$ cat src/rtl/objmb_pkg.sv
// Shared definitions for the data object mailbox front end.
// Assumes dword-aligned register accesses; slot is the address divided by four.
package objmb_pkg;
    localparam int LEN_BITS = 18;

    typedef enum logic [2:0] {
        SLOT_CAP  = 3'd0,
        SLOT_CTRL = 3'd1,
        SLOT_STAT = 3'd2,
        SLOT_WMB  = 3'd3,
        SLOT_RMB  = 3'd4
    } slot_e;

    localparam int CTRL_ABORT = 0;
    localparam int CTRL_IEN   = 1;
    localparam int CTRL_GO    = 31;
    localparam int ST_BUSY    = 0;
    localparam int ST_INT     = 1;
    localparam int ST_ERR     = 2;
    localparam int ST_RDY     = 31;

    // Declared object length in dwords; a zero field stands for the maximum.
    function automatic logic [LEN_BITS:0] obj_len(input logic [31:0] hdr1);
        if (hdr1[LEN_BITS-1:0] == '0)
            return {1'b1, {LEN_BITS{1'b0}}};
        return {1'b0, hdr1[LEN_BITS-1:0]};
    endfunction
endpackage

$ cat src/rtl/objmb_dwbuf.sv
// Dword buffer used for both mailboxes: appends at the tail, random read by index.
// Assumes DEPTH >= 2. Appends while full are dropped (the caller flags the error).
// A clear empties the buffer and wins over an append in the same cycle.
module objmb_dwbuf #(
    parameter  int DEPTH = 64,
    localparam int AW    = $clog2(DEPTH),
    localparam int CW    = AW + 1
) (
    input  logic          clk,
    input  logic          rst_n,
    input  logic          clear,
    input  logic          push,
    input  logic [31:0]   push_data,
    input  logic [CW-1:0] rd_idx,
    output logic [31:0]   rd_data,
    output logic [CW-1:0] count,
    output logic          full
);
    logic [31:0] mem [DEPTH];

    assign full = (count == CW'(DEPTH));

    // Store an appended dword at the tail slot.
    always_ff @(posedge clk) begin
        if (push && !full && !clear)
            mem[count[AW-1:0]] <= push_data;
    end

    // Track the number of stored dwords.
    always_ff @(posedge clk) begin
        if (!rst_n)
            count <= '0;
        else if (clear)
            count <= '0;
        else if (push && !full)
            count <= count + 1'b1;
    end

    // Indexed read; out-of-range indices read as zero.
    assign rd_data = (rd_idx < CW'(DEPTH)) ? mem[rd_idx[AW-1:0]] : '0;


    count_bound_chk: assert property (@(posedge clk) disable iff (!rst_n)
        count <= CW'(DEPTH));
endmodule

$ cat src/rtl/objmb_match.sv
// Compares request header dword 0 against a table of supported protocol identifiers.
// Each table entry is 24 bits: object type in 23:16, vendor in 15:0; header bits 31:24 must be 0.
// The lowest matching entry index is reported.
module objmb_match #(
    parameter  int                     NUM_PROT = 2,
    parameter  logic [NUM_PROT*24-1:0] PROT_IDS = '0,
    localparam int                     SELW     = (NUM_PROT > 1) ? $clog2(NUM_PROT) : 1
) (
    input  logic [31:0]     hdr0,
    output logic            hit,
    output logic [SELW-1:0] sel
);
    logic [NUM_PROT-1:0] eq;

    for (genvar g = 0; g < NUM_PROT; g++) begin : g_cmp
        assign eq[g] = (hdr0 == {8'h00, PROT_IDS[g*24 +: 24]});
    end

    // Priority-encode the lowest matching entry.
    always_comb begin
        hit = |eq;
        sel = '0;
        for (int i = NUM_PROT - 1; i >= 0; i--)
            if (eq[i]) sel = SELW'(i);
    end
endmodule

$ cat src/rtl/objmb_regs.sv
// Register front end of a request/response data object mailbox.
// Decodes dword-aligned register accesses, collects a request, validates it on Go,
// dispatches it to an external handler, and streams the response back to software.
// Assumes single-cycle register accesses and a handler that only appends while Busy.
module objmb_regs #(
    parameter  int                     DEPTH     = 64,
    parameter  int                     NUM_PROT  = 2,
    parameter  logic [NUM_PROT*24-1:0] PROT_IDS  = {24'h11ABCD, 24'h051234},
    parameter  logic                   INTR_SUPP = 1'b1,
    parameter  logic [10:0]            INTR_VEC  = 11'd0,
    localparam int                     CW        = $clog2(DEPTH) + 1,
    localparam int                     SELW      = (NUM_PROT > 1) ? $clog2(NUM_PROT) : 1
) (
    input  logic            clk,
    input  logic            rst_n,
    input  logic [4:0]      reg_addr,
    input  logic            reg_wr,
    input  logic            reg_rd,
    input  logic [3:0]      reg_be,
    input  logic [31:0]     reg_wdata,
    output logic [31:0]     reg_rdata,
    output logic            hdl_valid,
    output logic [SELW-1:0] hdl_sel,
    input  logic [CW-1:0]   hreq_idx,
    output logic [31:0]     hreq_data,
    input  logic            hrsp_we,
    input  logic [31:0]     hrsp_data,
    input  logic            hdl_done,
    input  logic            hdl_ok,
    output logic            irq
);
    import objmb_pkg::*;

    logic            aligned, full_dw;
    slot_e           slot;
    logic            wr_ctrl, wr_stat, wr_wmb, wr_rmb;
    logic            abort, go_try, go_ok, go_drop, done_evt, ok_evt;
    logic            clear_mbx, drain_end, ovf_err, und_err, set_evt, int_clr, int_base, fire;
    logic            busy_q, ready_q, err_q, ien_q, intr_q;
    logic [31:0]     hdr0_q, hdr1_q;
    logic [CW-1:0]   wcount, rcount, ridx_q;
    logic            wfull, rfull_unused;
    logic [31:0]     rbuf_data, raw;
    logic            hit;
    logic [SELW-1:0] hit_sel;
    logic            req_ok;

    // Access decode: only aligned accesses reach a register.
    assign aligned = (reg_addr[1:0] == 2'b00);
    assign full_dw = (reg_be == 4'hF);
    assign slot    = slot_e'(reg_addr[4:2]);
    assign wr_ctrl = reg_wr && aligned && slot == SLOT_CTRL;
    assign wr_stat = reg_wr && aligned && slot == SLOT_STAT;
    assign wr_wmb  = reg_wr && aligned && slot == SLOT_WMB && full_dw;
    assign wr_rmb  = reg_wr && aligned && slot == SLOT_RMB && full_dw;

    // Control actions: abort overrides everything else in the same write.
    assign abort    = wr_ctrl && reg_be[0] && reg_wdata[CTRL_ABORT];
    assign go_try   = wr_ctrl && !abort && reg_be[3] && reg_wdata[CTRL_GO];
    assign req_ok   = hit && (wcount >= CW'(2)) &&
                      (32'(obj_len(hdr1_q)) == 32'(wcount));
    assign go_ok    = go_try && !err_q && !busy_q && req_ok;
    assign go_drop  = go_try && !err_q && !busy_q && !req_ok;
    assign done_evt = hdl_done && busy_q && !abort;
    assign ok_evt   = done_evt && hdl_ok;

    // Read-mailbox stepping and its end and underrun conditions.
    assign drain_end = wr_rmb && (ridx_q < rcount) && (ridx_q + 1'b1 == rcount);
    assign und_err   = wr_rmb && (ridx_q >= rcount);
    assign ovf_err   = wr_wmb && wfull;
    assign clear_mbx = abort || go_drop || (done_evt && !hdl_ok) || drain_end;

    objmb_match #(.NUM_PROT(NUM_PROT), .PROT_IDS(PROT_IDS)) u_match (
        .hdr0 (hdr0_q),
        .hit  (hit),
        .sel  (hit_sel)
    );

    objmb_dwbuf #(.DEPTH(DEPTH)) u_wbuf (
        .clk       (clk),
        .rst_n     (rst_n),
        .clear     (clear_mbx),
        .push      (wr_wmb),
        .push_data (reg_wdata),
        .rd_idx    (hreq_idx),
        .rd_data   (hreq_data),
        .count     (wcount),
        .full      (wfull)
    );

    objmb_dwbuf #(.DEPTH(DEPTH)) u_rbuf (
        .clk       (clk),
        .rst_n     (rst_n),
        .clear     (clear_mbx),
        .push      (hrsp_we && busy_q),
        .push_data (hrsp_data),
        .rd_idx    (ridx_q),
        .rd_data   (rbuf_data),
        .count     (rcount),
        .full      (rfull_unused)
    );

    // Capture the two header dwords as they are appended.
    always_ff @(posedge clk) begin
        if (!rst_n) begin
            hdr0_q <= '0;
            hdr1_q <= '0;
        end else if (wr_wmb && !wfull && !clear_mbx) begin
            if (wcount == CW'(0)) hdr0_q <= reg_wdata;
            if (wcount == CW'(1)) hdr1_q <= reg_wdata;
        end
    end

    // Read index into the response.
    always_ff @(posedge clk) begin
        if (!rst_n)                            ridx_q <= '0;
        else if (clear_mbx)                    ridx_q <= '0;
        else if (wr_rmb && ridx_q < rcount)    ridx_q <= ridx_q + 1'b1;
    end

    // Busy, Ready, Error and dispatch pulse.
    always_ff @(posedge clk) begin
        if (!rst_n) begin
            busy_q    <= 1'b0;
            ready_q   <= 1'b0;
            err_q     <= 1'b0;
            hdl_valid <= 1'b0;
            hdl_sel   <= '0;
        end else begin
            hdl_valid <= go_ok;
            if (go_ok) hdl_sel <= hit_sel;
            if (abort)         busy_q <= 1'b0;
            else if (go_ok)    busy_q <= 1'b1;
            else if (done_evt) busy_q <= 1'b0;
            ready_q <= (ready_q && !abort && !drain_end) || ok_evt;
            err_q   <= !abort && (err_q || ovf_err || und_err);
        end
    end

    // Interrupt enable, Interrupt Status (write-1-to-clear) and the request pulse.
    assign set_evt  = ok_evt || ovf_err || und_err;
    assign int_clr  = wr_stat && reg_be[0] && reg_wdata[ST_INT];
    assign int_base = intr_q && !int_clr;
    assign fire     = set_evt && INTR_SUPP && ien_q && !int_base;

    always_ff @(posedge clk) begin
        if (!rst_n) begin
            ien_q  <= 1'b0;
            intr_q <= 1'b0;
            irq    <= 1'b0;
        end else begin
            if (wr_ctrl && !abort && reg_be[0]) ien_q <= reg_wdata[CTRL_IEN];
            intr_q <= int_base || fire;
            irq    <= fire;
        end
    end

    // Read mux, masked per byte lane.
    always_comb begin
        raw = '0;
        if (reg_rd && aligned) begin
            case (slot)
                SLOT_CAP:  raw = {20'b0, INTR_VEC, INTR_SUPP};
                SLOT_CTRL: raw[CTRL_IEN] = ien_q;
                SLOT_STAT: begin
                    raw[ST_BUSY] = busy_q;
                    raw[ST_INT]  = intr_q;
                    raw[ST_ERR]  = err_q;
                    raw[ST_RDY]  = ready_q;
                end
                SLOT_RMB:  raw = (full_dw && ready_q && !err_q) ? rbuf_data : '0;
                default:   raw = '0;
            endcase
        end
        reg_rdata = raw & {{8{reg_be[3]}}, {8{reg_be[2]}}, {8{reg_be[1]}}, {8{reg_be[0]}}};
    end


    valid_busy_chk: assert property (@(posedge clk) disable iff (!rst_n)
        hdl_valid |-> busy_q);

    irq_status_chk: assert property (@(posedge clk) disable iff (!rst_n)
        irq |-> intr_q);

    ridx_bound_chk: assert property (@(posedge clk) disable iff (!rst_n)
        ridx_q <= rcount);

    abort_flush_chk: assert property (@(posedge clk) disable iff (!rst_n)
        abort |=> (!ready_q && !err_q && !busy_q && wcount == '0));

    go_err_block_chk: assert property (@(posedge clk) disable iff (!rst_n)
        (go_try && err_q) |=> !hdl_valid);
endmodule

$ cat config.mk
export PLATFORM = sky130hd
export DESIGN_NAME = objmb_regs
export DESIGN_NICKNAME = d
export VERILOG_FILES = /design/src/rtl/objmb_pkg.sv /design/src/rtl/objmb_dwbuf.sv /design/src/rtl/objmb_match.sv /design/src/rtl/objmb_regs.sv
export SDC_FILE = /design/constraint.sdc
export NUM_CORES = 2
export LEC_CHECK = 0
export BUFFER_PORTS_ARGS = -buffer_cell sky130_fd_sc_hd__buf_2
export CORE_MARGIN = 10
export CORE_UTILIZATION = 26
export DETAILED_ROUTE_END_ITERATION = 12
export PLACE_DENSITY = 0.51
export SETUP_SLACK_MARGIN = 0.5
export SLEW_MARGIN = 20
export SYNTH_ARGS = -nofsm -noshare
export SYNTH_HDL_FRONTEND = slang
export SYNTH_SLANG_ARGS = --single-unit
export TNS_END_PERCENT = 1
$ cat constraint.sdc
create_clock -name clk -period 3.7 [get_ports clk]
set_input_delay 0.37 -clock clk [delete_from_list [all_inputs] [get_ports clk]]
set_output_delay 0.37 -clock clk [all_outputs]
set_load 0.02 [all_outputs]
Word-level counts from Yosys, hierarchy flattened
Memories as Yosys holds them, arrays and structs flattened. A register that Yosys moved wholly into a read port is not among the register bits.
Cells that the tools add are included.
{"block": "op_classes", "shifts": 0, "n_bitwise": 2, "reduce_logical": 73, "n_mul": 0, "addsub": 3, "div_mod_pow": 0, "muxes": 22, "magnitude_cmp": 5, "n_eq_ne": 12}
{"operator": "2-to-1 mux 32 bit", "n": 4}
{"operator": "logical AND 1 bit", "n": 43}
{"operator": "2-to-1 mux 19 bit", "n": 2}
{"operator": "AND 32 bit", "n": 1}
{"operator": "equality test 32 x 19 -> 1 bit (second input constant)", "n": 1}
{"operator": "equality test 32 x 21 -> 1 bit (second input constant)", "n": 1}
{"operator": "2-to-1 mux 28 bit", "n": 1}
{"operator": "adder 7 x 1 -> 7 bit (second input constant)", "n": 3}
{"operator": "equality test 19 x 7 -> 1 bit", "n": 1}
{"operator": "zero test 18 bit", "n": 1}
{"operator": "equality test 7 bit (second input constant)", "n": 2}
{"operator": "less-than comparator 7 bit (second input constant)", "n": 2}
{"operator": "2-to-1 mux 6 bit", "n": 2}
{"operator": "zero test 1 bit", "n": 11}
{"operator": "logical OR 1 bit", "n": 9}
{"operator": "2-to-1 mux 1 bit", "n": 9}
{"operator": "equality test 7 x 1 -> 1 bit (second input constant)", "n": 1}
{"operator": "equality test 7 bit", "n": 1}
{"operator": ">= comparator 7 x 2 -> 1 bit (second input constant)", "n": 1}
{"operator": ">= comparator 7 bit", "n": 1}
{"operator": "zero test 7 bit", "n": 1}
{"operator": "less-than comparator 7 bit", "n": 1}
{"operator": "equality test 3 x 2 -> 1 bit (second input constant)", "n": 2}
{"operator": "one-hot mux 1 bit (3 select lines)", "n": 2}
{"operator": "other kinds (10)", "n": 14}
{"block": "word_totals", "out_inout_bits": 67, "elab_cells": 132, "ramBits": 4096, "in_bits": 87, "romBits": 0, "register_bits": 79, "memories": 2, "latchBits": 0}
{"name": "u_rbuf.mem", "words": 64, "width": 32, "rd": 1, "rd_ports_with_merged_regs": 1, "write_ports": 1, "line_no": "objmb_dwbuf.sv:19", "text": "logic [31:0] mem [DEPTH];"}
{"name": "u_wbuf.mem", "words": 64, "width": 32, "rd": 1, "rd_ports_with_merged_regs": 0, "write_ports": 1, "line_no": "objmb_dwbuf.sv:19"}

Longest topological paths before layout
{"block": "depth", "word_depth": 19, "depth_mapped": 11, "mapped_depth_nobuf": 8}

Cells and area by module
Synthesis repeated with hierarchy kept, for this count alone.
{"block": "unflattened", "cells_unflattened": 7165, "hier_area_um2": 161163.3}
{"module": "objmb_dwbuf", "n_inst": 2, "seq_area_each_um2": 61639.1, "cells_each": 3360, "area_each_um2": 78866.9}
{"module": "objmb_regs", "n_inst": 1, "seq_area_each_um2": 1301.2, "cells_each": 427, "area_each_um2": 3280.6}
{"module": "objmb_match", "n_inst": 1, "seq_area_each_um2": 0.0, "cells_each": 18, "area_each_um2": 148.9}

Worst setup path before layout
No wires, ideal clock.
{"block": "synth_path", "path_kind": "reg-to-reg", "startpoint": "register u_rbuf.count[4]", "endpoint": "memory u_rbuf.mem[11][0] (enable)", "period_less_slack_ns": 3.729, "stages_incl_launch_ff": 8, "setup_time_ns": 0.421, "t_arrival_ns": 3.308, "path_slack_ns": -0.029, "path_buffers": 1, "required_ns": 3.279, "path_cell_list": "dfxtp_1 > buf_2 > clkinv_1 > nand3_1 > o311ai_1 > nor2_1 > o211ai_1 > nor2_1"}
{"block": "synth_via", "elab_chain_len": 8, "elab_cells_between_ends": 12, "classes_between": "1 x order compare; 2 x eq/ne; 2 x mux; 7 x reduce/logical"}
{"element": "start, declared", "line_no": "objmb_dwbuf.sv:16", "text": "output logic [CW-1:0] count,"}
{"element": "start signal, assigned", "line_no": "objmb_dwbuf.sv:36", "text": "count <= count + 1'b1;"}
{"element": "less-than comparator 7 bit", "line_no": "objmb_regs.sv:68", "text": "assign drain_end = wr_rmb && (ridx_q < rcount) && (ridx_q + 1'b1 == rcount);"}
{"element": "logical AND 1 bit (2 in series)", "line_no": "objmb_regs.sv:68"}
{"element": "logical OR 1 bit", "line_no": "objmb_regs.sv:71", "text": "assign clear_mbx = abort || go_drop || (done_evt && !hdl_ok) || drain_end;"}
{"element": "zero test 1 bit", "line_no": "objmb_dwbuf.sv:25", "text": "if (push && !full && !clear)"}
{"element": "logical AND 1 bit", "line_no": "objmb_dwbuf.sv:25"}
{"element": "2-to-1 mux 1 bit", "line_no": "objmb_dwbuf.sv:25"}
{"element": "2-to-1 mux 1 bit (implied by the code)", "line_no": "objmb_dwbuf.sv:26", "text": "mem[count[AW-1:0]] <= push_data;"}
{"element": "end, declared", "line_no": "objmb_dwbuf.sv:19"}
Parallel ways exist; a longest one is shown, timed or not.

==> summary.md <==
| Metric | Value |
|---|---|
| Fin area | `roughly 200000 sq um` |
| RSZ-0062 raised after global routing | `yes` |
| Hold WC Path Type | `in2reg` |
| # nets final | `approximately 8000` |
| Power Dens Cells | `497 nW/um^2` |
| CP Launch Type | `flop` |
| Worst VDD drop | `around 0.00046 V` |
| Ys async rst share | `0%` |
| DP HPWL | `about 280000 microns` |
| Reg2Reg Launch Point | `u_rbuf.count[0]` |
| Max Buffers Root-to-Sink | `4` |
| Routed vias/inst | `4.83` |
| TritonCTS buffer count | `412` |
| Max-cap violations | `0` |
| Cells after Synth | `6959` |
| Crit path capture | `reg_rdata[1]` |
| Least-Margin Pin Slew | `around 1.2 ns` |
| Worst EP required | `approximately 3.3 ns` |
| First-pass GRT wire length | `655000 microns` |
| Post-synth EDFFs | `~4100` |
| Final Hold Fails | `0` |
| CTS Sinks | `roughly 4200` |
| GRT Overall Usage | `around 14%` |
| Initial Util | `about a quarter` |
| Tcrit/Tclk final | `113%` |
| Ys flop type | `edfxtp_1` |
| Antenna viol nets, final | `0` |
| Routed WL per cell | `approximately 29 microns` |
| Final worst slack | `-0.464 ns` |
| Minimum clock period | `about 4.2 ns` |
| CTS tree | `yes` |
| Clock Latency Late Sink | `between 1 and 1.5 ns` |
| H-tree levels | `5` |
| Clock Pin Slew Worst Setup and Hold Paths | `about 0.07 ns` |
| Post-Synthesis Net Count | `just over 7000` |
| Total gr overflow | `0` |
| RD Place Congestion | `0.822` |
| Largest area contributor in the netlist | `edfxtp_1` |
| Layout area overhead | `21.6%` |
| R2r setup slk | `0.40 ns` |
| CTS root buf | `clkbuf_16` |
| Flop and latch count out of synthesis | `between 4000 and 5000` |
| Cell Rows | `~290` |
| Drt total wl | `471000 microns` |
| Reg2reg end | `u_rbuf.mem[3][17]` |
| Crit end category | `output port` |
| DRT iter0 DRCs | `between 9000 and 10000` |
| Core Util, Final | `a little under a third` |
| DP Area | `between 150000 and 200000 sq um` |
| Drt drc | `0` |
| Static leakage | `59.4 nW` |
| Failing checks | `negative setup slack` |
| Fraction of layout cells with a size suffix above 1 | `36.2%` |
| Filler cell count | `~58000` |
| Vias in the first global route | `between 80000 and 90000` |
| Ports | `around 150` |
| Yosys top cell area share | `between 70% and 80%` |
| Fmax | `about 240 MHz` |
| Initial antenna violation count | `22` |
| Post-Syn Area per Cell | `about 23 sq um` |
| Final Setup Violations | `33` |
| Register area share after synthesis | `77.7%` |
| R2R cell count | `10` |
| Die Wd | `between 800 and 900 microns` |
| Critical path type | `reg2out` |
| Die H | `about 810 microns` |
| Slowest CP cell | `mux4_2` |
| TritonRoute pass-1 iters | `6` |
| Worst Path Max Fanout | `10` |
| Die footprint | `between 600000 and 700000 sq um` |
| Worst Path Arrival | `3.79 ns` |
| Largest net degree at the start of global routing | `69` |
| Vias | `between 70000 and 80000` |
| Core Area | `between 600000 and 700000 sq um` |
| Synthesized area | `160000 sq um` |
| Cell variety after synth | `75` |
| Port bufs | `between 150 and 200` |
| Area contributors post-synth | `edfxtp_1 (77%), mux4_2 (16%), dfxtp_1 (1.1%)` |
| Slowest stage delay, CP | `0.51 ns` |
| Final clock skew | `a little under 0.07 ns` |
| Ys Warns | `0` |
| Final slew viol count | `0` |
| Status | `complete, but fails checks` |
| Cell Chain, Critical Path | `buf_12 -> buf_16 -> buf_12 -> mux4_2 -> mux2_2 -> o211ai_1 -> o211ai_1 -> buf_4` |
| Rel. slew slack | `a little under a fifth` |
==> report_power, final <==
group | switching (mW) | total (mW) | internal, mW
Clock | 18.3 | 42.1 | 23.7
Combinational | 1.88 | 3.00 | 1.11
Sequential | 0.000275 | 51.9 | 51.9
==> registers in the layout, indices dropped and copies added (netlist names), named ones only <==
| register | flops |
|---|---|
| ien_q | 1 |
| ridx_q | 7 |
| ready_q | 1 |
| hdr1_q | 18 |
| hdl_sel | 1 |
| hdl_valid | 1 |
| u_wbuf.mem | 2048 |
| busy_q | 1 |
| hdr0_q | 32 |
| err_q | 1 |
| u_rbuf.mem | 2048 |
| u_wbuf.count | 7 |
| intr_q | 1 |
| irq | 1 |
| u_rbuf.count | 7 |
==> critical path, delay by kind of cell (launching register included) <==
kind / cells / cell delay, ns
flops: 1 / 0.38
compound gates: 2 / 0.80
buf+inv: 4 / 0.82
mux: 2 / 0.80
==> per-stage QoR <==
step,hold WS (ns),std cells,TNS (ns),power (mW),setup slack (ns)
5_1_grt,0.0688,16400,-11.78,99.8,-0.563
2_1_floorplan,0.426,6959,-5.31,54.2,-0.00461
3_3_place_gp,0.433,15400,-1.64,55.7,-0.556
6_report,0.108,16400,-8.22,97.0,-0.464
3_5_place_dp,0.446,15400,-0.682,55.8,-0.531
4_1_cts,0.00673,16300,-13.81,97.7,-0.511
==> area by class of cell <==
class	instances	area, sq um	area share [%]
clock inverters	265	2710	1.39
diodes	15	37.5	0.0192
clock buffers	493	10700	5.50
flip-flops and latches	4181	125000	63.9
multi-input cells	2385	36300	18.6
repair buffers	899	10400	5.31
inverters	22	95.1	0.0487
well taps	8120	10200	5.21
==> placed cells by master (no fill, tap or decap), types with 54 or more instances in the layout <==
cell type and count:
mux4_2 1156, buf_4 444, mux2i_1 120, nand2_1 231
clkinv_1 91, buf_12 185, buf_2 78, clkinv_2 84
edfxtp_1 4096, clkbuf_1 71, nand3_1 54, clkbuf_16 416
a21oi_1 67, dlygate4sd3_1 61, buf_6 72, dfxtp_1 71
nor2_4 131
==> synthesized netlist by cell type (7+ instances only) <==
master,n
edfxtp_1,4096
mux4_2,1156
nand2_1,237
nor2_1,174
mux2i_1,167
clkbuf_1,151
buf_2,128
dfxtp_1,85
a21oi_1,75
buf_1,60
nand3_1,59
a221oi_1,42
nor3_1,42
and2_1,28
o21ai_0,28
a211oi_1,27
mux2_2,27
o22ai_1,26
buf_4,25
xnor2_1,24
a31oi_1,22
a22oi_1,20
nor4_1,18
nor2b_1,16
nand4_1,15
ha_1,14
inv_1,14
a32o_1,12
o211ai_1,12
a221o_1,11
o31ai_1,10
nand2b_1,9
nand3b_1,8
and3_1,7
clkinv_1,7
xor2_1,7
==> routing by layer <==
metal  GRT usage (%)  vias to the layer above  wire length [microns]
met1            19.1                    43700                 198000
met4            3.13                        6                  11300
met5               0                        -                     34
li1                -                    31800                      -
met2            23.5                     2972                 231000
met3            2.29                      639                  31300
==> cell families (layout without fill, tap and decap cells) <==
logic type                 after synthesis  count (layout)  synth area share [%]
AOI/OAI and AO/OA                      330             330                  1.49
xor gates and xnor gates                31              31                 0.169
adders and majority gates               14              14                 0.109
buffers and inverters                  393            1679                  1.10
DFF                                   4181            4181                  77.7
muxes                                 1350            1350                  17.5
other                                    0              15                     0
and+or+nand+nor                        660             660                  1.93
==> how the worst min path moves through the flow <==
stage                        from  cells past startpoint                 to
floorplan              hdr0_q[26]                      2         hdr0_q[26]
detailed placement     hdr0_q[14]                      2         hdr0_q[14]
finish              hrsp_data[16]                      1  u_rbuf.mem[3][16]
global placement       hdr0_q[29]                      2         hdr0_q[29]
CTS                   reg_addr[4]                      6              ien_q
global route         reg_wdata[0]                      2   u_wbuf.mem[7][0]
==> timing repair <==
| item | CTS | global route |
|---|---|---|
| pin swaps | 13 | 93 |
| setup buffers | 48 | 45 |
| hold buffers | 41 | 20 |
| resized for setup | 138 | 391 |
| hold endpoints to repair | 1293 | 967 |
| gates cloned | 22 | 1 |
| setup endpoints to repair | 808 | 1591 |
Power figures use the tool's default switching activity.
